`src/rtl/pwm_timer_pkg.sv`:
```
package pwm_timer_pkg;

    typedef enum logic {
        ST_HALT = 1'b0,
        ST_RUN  = 1'b1
    } cnt_state_e;

    localparam int ADDR_CTRL    = 'h10;
    localparam int ADDR_CNT     = 'h14;
    localparam int ADDR_MOD     = 'h18;
    localparam int ADDR_CH_BASE = 'h20;
    localparam int CH_STRIDE    = 'h08;
    localparam int CH_VAL_OFS   = 'h04;

    localparam logic [1:0] RUN_CODE  = 2'b01;
    localparam logic [1:0] EDGE_MODE = 2'b10;

endpackage

```
`src/rtl/pwm_prescaler.sv`:
```
module pwm_prescaler #(
    parameter int PS_W = 3
) (
    input  logic            clk,
    input  logic            rst_n,
    input  logic            run,
    input  logic            clr,
    input  logic [PS_W-1:0] sel,
    output logic            tick
);
    localparam int DIV_W = (1 << PS_W) - 1;

    logic [DIV_W-1:0] pdiv_q;
    logic [DIV_W-1:0] mask;

    always_comb begin
        mask = DIV_W'((32'd1 << sel) - 32'd1);
        tick = run && ((pdiv_q & mask) == mask);
    end

    always_ff @(posedge clk or negedge rst_n) begin
        if (!rst_n) begin
            pdiv_q <= '0;
        end else if (!run || clr) begin
            pdiv_q <= '0;
        end else begin
            pdiv_q <= pdiv_q + DIV_W'(1);
        end
    end
endmodule

```
`src/rtl/pwm_counter.sv`:
```
module pwm_counter
    import pwm_timer_pkg::*;
#(
    parameter int CW = 16
) (
    input  logic          clk,
    input  logic          rst_n,
    input  logic [1:0]    mode,
    input  logic          clr,
    input  logic          tick,
    input  logic          mod_we,
    input  logic [CW-1:0] mod_wdata,
    output logic          running,
    output logic          reload,
    output logic [CW-1:0] cnt,
    output logic [CW-1:0] mod_buf,
    output logic [CW-1:0] mod_act
);
    cnt_state_e    state_q, state_d;
    logic [CW-1:0] cnt_q, mod_buf_q, mod_act_q;
    logic          wrap;

    always_comb begin
        state_d = state_q;
        unique case (state_q)
            ST_HALT: if (mode == RUN_CODE) state_d = ST_RUN;
            ST_RUN:  if (mode != RUN_CODE) state_d = ST_HALT;
            default: state_d = ST_HALT;
        endcase
    end

    always_ff @(posedge clk or negedge rst_n) begin
        if (!rst_n) state_q <= ST_HALT;
        else        state_q <= state_d;
    end

    always_comb begin
        running = (state_q == ST_RUN);
        wrap    = running && tick && (cnt_q >= mod_act_q);
        reload  = !running || wrap;
        cnt     = cnt_q;
        mod_buf = mod_buf_q;
        mod_act = mod_act_q;
    end

    always_ff @(posedge clk or negedge rst_n) begin
        if (!rst_n) begin
            cnt_q     <= '0;
            mod_buf_q <= '0;
            mod_act_q <= '0;
        end else begin
            if (clr)                  cnt_q <= '0;
            else if (running && tick) cnt_q <= wrap ? '0 : cnt_q + CW'(1);
            if (mod_we) mod_buf_q <= mod_wdata;
            if (reload) mod_act_q <= mod_buf_q;
        end
    end
endmodule

```
`src/rtl/pwm_channel.sv`:
```
module pwm_channel
    import pwm_timer_pkg::*;
#(
    parameter int CW = 16
) (
    input  logic          clk,
    input  logic          rst_n,
    input  logic          cfg_we,
    input  logic [3:0]    cfg_wdata,
    input  logic          val_we,
    input  logic [CW-1:0] val_wdata,
    input  logic          reload,
    input  logic [CW-1:0] cnt,
    output logic [3:0]    cfg,
    output logic [CW-1:0] val_buf,
    output logic [CW-1:0] val_act,
    output logic          pwm
);
    logic [3:0]    cfg_q;
    logic [CW-1:0] val_buf_q, val_act_q;
    logic          below;

    always_ff @(posedge clk or negedge rst_n) begin
        if (!rst_n) begin
            cfg_q     <= '0;
            val_buf_q <= '0;
            val_act_q <= '0;
        end else begin
            if (cfg_we) cfg_q     <= cfg_wdata;
            if (val_we) val_buf_q <= val_wdata;
            if (reload) val_act_q <= val_buf_q;
        end
    end

    always_comb begin
        cfg     = cfg_q;
        val_buf = val_buf_q;
        val_act = val_act_q;
        below   = (cnt < val_act_q);
        if (cfg_q[3:2] != EDGE_MODE || cfg_q[1:0] == 2'b00) pwm = 1'b0;
        else if (cfg_q[1])                                  pwm = below;
        else                                                pwm = !below;
    end
endmodule

```
`src/rtl/pwm_timer.sv`:
```
module pwm_timer
    import pwm_timer_pkg::*;
#(
    parameter int NUM_CH = 2,
    parameter int AW     = 8,
    parameter int DW     = 32,
    parameter int CW     = 16,
    parameter int PS_W   = 3
) (
    input  logic              clk,
    input  logic              rst_n,
    input  logic [AW-1:0]     addr,
    input  logic              we,
    input  logic [DW-1:0]     wdata,
    output logic [DW-1:0]     rdata,
    output logic [NUM_CH-1:0] pwm_out
);
    localparam int CTRL_W   = PS_W + 3;
    localparam int MODE_LSB = PS_W;

    logic [CTRL_W-1:0] ctrl_q;
    logic              cnt_clr, mod_we, running, reload, tick;
    logic [CW-1:0]     cnt, mod_buf, mod_act;
    logic [3:0]        ch_cfg     [NUM_CH];
    logic [CW-1:0]     ch_val_buf [NUM_CH];
    logic [CW-1:0]     ch_val_act [NUM_CH];
    logic              unused_wdata;

    assign unused_wdata = ^wdata;
    assign cnt_clr      = we && (addr == AW'(ADDR_CNT));
    assign mod_we       = we && (addr == AW'(ADDR_MOD));

    always_ff @(posedge clk or negedge rst_n) begin
        if (!rst_n)                           ctrl_q <= '0;
        else if (we && addr == AW'(ADDR_CTRL)) ctrl_q <= wdata[CTRL_W-1:0];
    end

    pwm_prescaler #(.PS_W(PS_W)) u_ps (
        .clk  (clk),
        .rst_n(rst_n),
        .run  (running),
        .clr  (cnt_clr),
        .sel  (ctrl_q[PS_W-1:0]),
        .tick (tick)
    );

    pwm_counter #(.CW(CW)) u_cnt (
        .clk      (clk),
        .rst_n    (rst_n),
        .mode     (ctrl_q[MODE_LSB +: 2]),
        .clr      (cnt_clr),
        .tick     (tick),
        .mod_we   (mod_we),
        .mod_wdata(wdata[CW-1:0]),
        .running  (running),
        .reload   (reload),
        .cnt      (cnt),
        .mod_buf  (mod_buf),
        .mod_act  (mod_act)
    );

    for (genvar g = 0; g < NUM_CH; g++) begin : g_ch
        localparam int CFG_A = ADDR_CH_BASE + g * CH_STRIDE;
        localparam int VAL_A = CFG_A + CH_VAL_OFS;
        pwm_channel #(.CW(CW)) u_ch (
            .clk      (clk),
            .rst_n    (rst_n),
            .cfg_we   (we && addr == AW'(CFG_A)),
            .cfg_wdata(wdata[5:2]),
            .val_we   (we && addr == AW'(VAL_A)),
            .val_wdata(wdata[CW-1:0]),
            .reload   (reload),
            .cnt      (cnt),
            .cfg      (ch_cfg[g]),
            .val_buf  (ch_val_buf[g]),
            .val_act  (ch_val_act[g]),
            .pwm      (pwm_out[g])
        );
    end

    always_comb begin
        rdata = '0;
        if (addr == AW'(ADDR_CTRL)) rdata = DW'(ctrl_q);
        if (addr == AW'(ADDR_CNT))  rdata = DW'(cnt);
        if (addr == AW'(ADDR_MOD))  rdata = DW'(mod_buf);
        for (int i = 0; i < NUM_CH; i++) begin
            if (addr == AW'(ADDR_CH_BASE + i * CH_STRIDE))
                rdata = DW'({ch_cfg[i], 2'b00});
            if (addr == AW'(ADDR_CH_BASE + i * CH_STRIDE + CH_VAL_OFS))
                rdata = DW'(ch_val_buf[i]);
        end
    end
endmodule

```
`config.mk`:
```
export PLATFORM = sky130hd
export DESIGN_NAME = pwm_timer
export DESIGN_NICKNAME = d
export VERILOG_FILES = /design/src/rtl/pwm_timer_pkg.sv /design/src/rtl/pwm_prescaler.sv /design/src/rtl/pwm_counter.sv /design/src/rtl/pwm_channel.sv /design/src/rtl/pwm_timer.sv
export SDC_FILE = /design/constraint.sdc
export NUM_CORES = 1
export LEC_CHECK = 0
export BUFFER_PORTS_ARGS = -buffer_cell sky130_fd_sc_hd__buf_2
export CORE_UTILIZATION = 39
export CTS_BUF_LIST = sky130_fd_sc_hd__clkbuf_16
export DETAILED_ROUTE_END_ITERATION = 12
export HOLD_SLACK_MARGIN = 0.12
export PLACE_DENSITY_LB_ADDON = 0.1
export SLEW_MARGIN = 20
export SYNTH_ARGS = -nofsm -noshare
export SYNTH_HDL_FRONTEND = slang
export SYNTH_HIERARCHICAL = 1
export SYNTH_SLANG_ARGS = --single-unit
```
`constraint.sdc`:
```
create_clock -name clk -period 2.25 [get_ports clk]
set_input_delay 0.1125 -clock clk [delete_from_list [all_inputs] [get_ports clk]]
set_output_delay 0.1125 -clock clk [all_outputs]
set_load 0.02 [all_outputs]
```
# == After elaboration in Yosys (flattened, before gate mapping) ==
# Index checks and enable logic that the tools add are counted.
# op_classes
addsub,3
order_cmp,3
n_eq_ne,12
shift,1
mux,18
bitwise,2
n_reduce_logical,20
# ops
operator,count
32-bit 2-to-1 mux,6
16-bit 2-to-1 mux,3
"8-bit by 6-bit == test with 1-bit output, second input constant",4
16-bit < comparator,2
"8-bit by 5-bit == test with 1-bit output, second input constant",3
"16-bit by 1-bit adder with 16-bit output, second input constant",1
16-bit greater-or-equal comparator,1
1-bit logical AND,10
"7-bit by 1-bit adder with 7-bit output, second input constant",1
7-bit bitwise AND,1
7-bit == test,1
7-bit 2-to-1 mux,1
"1-bit by 3-bit << shifter with 7-bit output, first input constant",1
"7-bit by 1-bit subtractor with 7-bit output, second input constant",1
1-bit 2-to-1 mux,6
6-bit 2-to-1 mux,1
2-bit logical NOT,2
1-bit logical OR,4
"2-bit inequality test, second input constant",2
1-bit logical NOT,3
"2-bit by 1-bit == test with 1-bit output, second input constant",1
"2-bit by 1-bit inequality test with 1-bit output, second input constant",1
1-bit case mux with 2 select lines,1
2-bit nonzero test,1
1-bit NOT,1
# totals
reg_bits,134
inputBits,43
output_inout_bits,34
wordCells,71

# == Depth between registers and ports, before layout ==
# depth
ltp_word,10
ltp_mapped,11
depth_no_buf,9

# == Modules after synthesis ==
# Netlist, hierarchy kept.
# by_module_without_submodules
module,instances,cells_each,area_per_inst_um2,seq_area_each_um2
pwm_channel,2,145,1712.9,900.9
pwm_counter,1,228,2578.7,1226.2
pwm_timer,1,140,1088.5,150.1
pwm_prescaler,1,39,355.3,175.2

# == Least setup slack after synthesis ==
# Ideal clock, no wire load.
# synth_timing
path_kind,reg-to-reg
startpoint,register u_cnt.cnt_q[13] (netlist: u_cnt/cnt[13])
endpoint,register g_ch[0].u_ch.val_act_q[15]
setup_ps,132
arrival_ps,2289
required_ps,2118
path_slack_ps,-171
stages_incl_launch_ff,10
n_path_buf,2
period_less_slack_ps,2421
cell_sequence,dfrtp_1 ha_1 and4_1 nand4_1 nor4_2 o31ai_2 nand2_4 buf_6 clkbuf_1 o21ai_1
# synth_via
elab_chain_cells,3
# synth_rtl
element,line,text
start: declaration,pwm_counter.sv:20,"logic [CW-1:0] cnt_q, mod_buf_q, mod_act_q;"
start signal: assignment,pwm_counter.sv:53,else if (running && tick) cnt_q <= wrap ? '0 : cnt_q + CW'(1);
16-bit greater-or-equal comparator,pwm_counter.sv:39,wrap = running && tick && (cnt_q >= mod_act_q);
1-bit logical AND,pwm_counter.sv:39,
1-bit logical OR,pwm_counter.sv:40,reload = !running || wrap;
net reload,pwm_timer.sv:22,"logic cnt_clr, mod_we, running, reload, tick;"
end signal: assignment,pwm_channel.sv:31,if (reload) val_act_q <= val_buf_q;
end: declaration,pwm_channel.sv:20,"logic [CW-1:0] val_buf_q, val_act_q;"
# The timed path passes the listed nets, and every way through them passes these cells.
# A chain may end at the register's enable or synchronous reset.

# == Final worst setup path ==
# layout_timing
startpoint,register u_cnt.cnt_q[6] (netlist: u_cnt/cnt[6])
endpoint,output pwm_out[1]
# layout_via
elab_chain_cells,4
# layout_rtl
element,line,text
16-bit < comparator (*),pwm_channel.sv:39,below = (cnt < val_act_q);
1-bit logical NOT,pwm_channel.sv:42,else pwm = !below;
1-bit 2-to-1 mux (*),pwm_channel.sv:41,else if (cfg_q[1]) pwm = below;
1-bit 2-to-1 mux (*),pwm_channel.sv:40,if (cfg_q[3:2] != EDGE_MODE || cfg_q[1:0] == 2'b00) pwm = 1'b0;
end: declaration,pwm_timer.sv:16,output logic [NUM_CH-1:0] pwm_out
# Every way passes the cells marked *; elsewhere a longest branch is shown, timed or not.

==> impl_results.md <==
* PwrDens at 645 nW/um^2
* Hold Worst Slack at 0.217 ns
* Initial Utilization at 39.8%
* Total number of vias at 5803
* Post-Syn Area at 7450 um^2
* Startpoint types: flop
* FILL cells at 1632
* Post-synth EDFFs at 0
* Final Hold Viols at 0
* Fin crit share at 113%
* Skew-Pair Late Insertion Delay at 0.42 ns
* Crit path cell chain: buf_4 > ha_1 > a21oi_2 > o221ai_2 > a211oi_2 > mux2i_1 > buf_4
* Final min period at 2.54 ns
* Most frequent CP cell: buf_4
* Ys async rst share at 100%
* Gate Count Post-Synth at 697
* Clk pwr share at 44.8%
* Syn_area_per_cell at 10.7 um^2
* CTS root buf: clkbuf_16
* Ant diodes at 0
* Top post-synthesis cells by area: dfrtp_1, ha_1, mux2_1
* TritonRoute pass-1 iters at 5
* Slew Viols, Final at 0
* Outcome: finished with violations
* Final Setup Violations at 66
* RSZ-0062 raised after global routing: true
* Die Height at 140 um
* CP peak stage delay at 0.43 ns
* Row count at 50
* Worst Setup SP: u_cnt/cnt[6]$_DFFE_PN0P_
* Final ANT Viol Nets at 0
* Clock-pin transition on the worst setup and hold timing paths at 0.06 ns
* Largest net degree at the start of global routing at 51
* Grt ovf at 0
* Rel. slew slack at 66.6%
* R2R depth at 9
* Vias per cell at 5.36
* Failing checks: setup timing
* CTS H-tree lvls at 4
* Met1 Track Usage GR at 29.7%
* WL per Instance at 18.9 um
* Initial antenna violation count at 0
* Kind of critical path: reg2out
* Setup TNS at -8.01 ns
* Detailed placement HPWL at 14.4 mm
* Global-route usage over all layers at 21.9%
* Number of global-route vias before repair at 6095
* WL final at 20.5 mm
* Setup crit end kind: primary output
* Crit path to: pwm_out[1]
* Clk_skew at 0.00618 ns
* Post-synthesis sequential area ratio at 45.0%
* Critical Path RT at 2.14 ns
* CTS Buf Count at 17
* Final nets at 926
* I/O Pins at 77
* Max Root-Sink Buffers at 2
* Synthesis Warnings at 6
* Layer with the highest usage: met2
* Crit path DAT at 2.42 ns
* Layout cell share with drive strength beyond 1 at 32.8%
* Yosys top cell by area: dfrtp_1
* #FFs+latches synth at 134
* Core Util, Final at 52.6%
* GR met3 Demand/Resource at 4.34%
* Die area at 19700 um^2
* DRC viols at 0
* Register share of total power at 41.1%
* Total of max-cap violations at 0
* Grt met2 use at 35.7%
* Comb pwr share at 14.1%
* Worst-margin pin slew at 0.501 ns
* CTS tree: built
* RR Endpoint: g_ch[1].u_ch/val_act[0]$_DFFE_PN0P_
* Final WS setup at -0.287 ns
* Core ar. at 18700 um^2
* Critical Path Slowest Stage Cell: a211oi_2
* Lkg Pwr at 4.49 nW
* Fmax at 0.394 GHz
* Die width at 140 um
* Switching pwr at 1.65 mW
* Synth unique cells at 62
* Top_reg_cell synth: dfrtp_1
* Critical path peak fanout at 5
* PortBufs at 44
* Area share of the largest cell type after synthesis at 45.0%
* Placer congestion estimate at 0.848
* Dpl ws at -0.183 ns
* Net Sw Frac at 26.0%
* Initial DRC count at 363
* P_int at 4.69 mW
* Area grow syn2layout at 32.0%
* RR Startpoint: u_cnt/cnt[15]$_DFFE_PN0P_
* First-pass GRT wire length at 32.8 mm
* Flop2flop setup slack at -0.18 ns
* Clock sinks at 134
* HP Class: in2async
* Peak supply drop at 521 uV
[area by class of cell]
cell class              instances  area (um^2)  area share [%]
multi-input cells             478         4150            42.2
well taps                     234          293            2.98
repair buffers                147         1210            12.3
clock inverters                15          180            1.83
inverters                      57          214            2.18
flip-flops and latches        134         3360            34.2
clock buffers                  17          425            4.33
[flip-flops by register name, indices dropped and copies added, names as in the netlist]
register,flops
u_cnt/cnt,16
u_cnt/mod_act,16
g_ch.u_ch/cfg,8
g_ch.u_ch/val_act,32
ctrl_q,6
u_cnt/mod_buf,16
g_ch.u_ch/val_buf,32
u_cnt/running,1
u_ps/pdiv_q,7
[metrics by stage]
stage / cells / power, mW / instance area, um^2
after global routing: 1082 / 6.62 / 9830
final: 1082 / 6.34 / 9830
after global placement: 1007 / 3.32 / 8270
after floorplan: 712 / 3.05 / 7520
after CTS: 1076 / 6.36 / 9680
after detailed placement: 1007 / 3.33 / 8270
[placed cells by master (no fill, tap or decap), types with 5 or more instances in the layout]
cell type / n
mux2_4: 15
conb_1: 16
mux2i_1: 11
a22oi_1: 24
dfrtp_2: 6
dlygate4sd3_1: 17
nand2b_1: 7
nand3_1: 21
nand4_1: 9
mux2_1: 42
o21ai_1: 39
o21ai_0: 19
nand2_1: 57
buf_4: 68
ha_1: 26
mux2_2: 26
a21oi_1: 21
a21o_1: 6
ha_4: 22
o211ai_1: 7
buf_6: 12
dfrtp_1: 128
buf_2: 42
and4_4: 5
a21oi_2: 6
nor3_1: 8
nor2_1: 17
clkbuf_16: 17
inv_1: 56
[cells by family (layout without fill, tap and decap cells)]
family,after synthesis,in the layout,synth area share [%]
AOI/OAI and AO/OA,146,146,12.6
xor gates and xnor gates,4,4,0.470
adders and majority gates,48,48,8.06
buffers and inverters,100,236,6.22
DFF,134,134,45.0
muxes,95,95,15.1
other,1,16,0.0503
and+or+nand+nor,169,169,12.5
[synthesized netlist by cell type, types with 3 or more instances]
cell      count
a21o_1        6
a21oi_1      27
a22o_1        3
a22oi_1      24
a31oi_1       3
and2_1        4
and3_1        4
and4_1        5
buf_1         6
buf_2         7
buf_4        17
clkbuf_1     11
dfrtp_1     134
ha_1         48
inv_1        57
mux2_1       42
mux2_2       26
mux2_4       15
mux2i_1      11
nand2_1      58
nand2b_1      7
nand2b_4      4
nand3_1      21
nand3b_1      4
nand4_1       9
nor2_1       18
nor2_2        3
nor2b_1       3
nor3_1        9
nor3b_1       3
o211ai_1      7
o21a_1        3
o21ai_0      21
o21ai_1      37
[worst max-delay path, delay by kind of cell, from the launching register on]
family                     cells  cell delay [ns]
muxes                          1             0.26
adders and majority gates      1             0.33
DFF                            1             0.38
AOI/OAI and AO/OA              3             0.70
buffers and inverters          2             0.33
[power groups by stage]
stage / combinational [mW] / sequential [mW] / clock [mW]
floorplan: 0.425 / 2.62 / 0
global placement: 0.669 / 2.65 / 0
detailed placement: 0.680 / 2.65 / 0
CTS: 0.851 / 2.61 / 2.91
global route: 0.976 / 2.62 / 3.03
finish: 0.896 / 2.61 / 2.84
[worst min path at each step]
stage               startpoint                        to  cells past startpoint
floorplan                rst_n     ctrl_q[0]$_DFFE_PN0P_                      0
global route             rst_n  u_ps/pdiv_q[5]$_DFF_PN0_                      2
global placement         rst_n  u_ps/pdiv_q[4]$_DFF_PN0_                      1
CTS                      rst_n  u_ps/pdiv_q[4]$_DFF_PN0_                      2
finish                   rst_n  u_ps/pdiv_q[4]$_DFF_PN0_                      2
detailed placement       rst_n  u_ps/pdiv_q[4]$_DFF_PN0_                      1
[what timing repair did]
item                       4_1_cts  5_1_grt
gates cloned                     3        2
setup endpoints to repair       44       65
hold buffers                    17        0
hold endpoints to repair       152        0
resized for setup               65       18
pin swaps                       21       13
setup buffers                   17        5
[per-layer routing]
metal / up-vias / share of wire, %
li1: 2744 / -
met3: 14 / 3.8
met4: 0 / 1.0
met5: - / 0
met1: 2925 / 48
met2: 120 / 48
(Power assumes the default switching activity.)
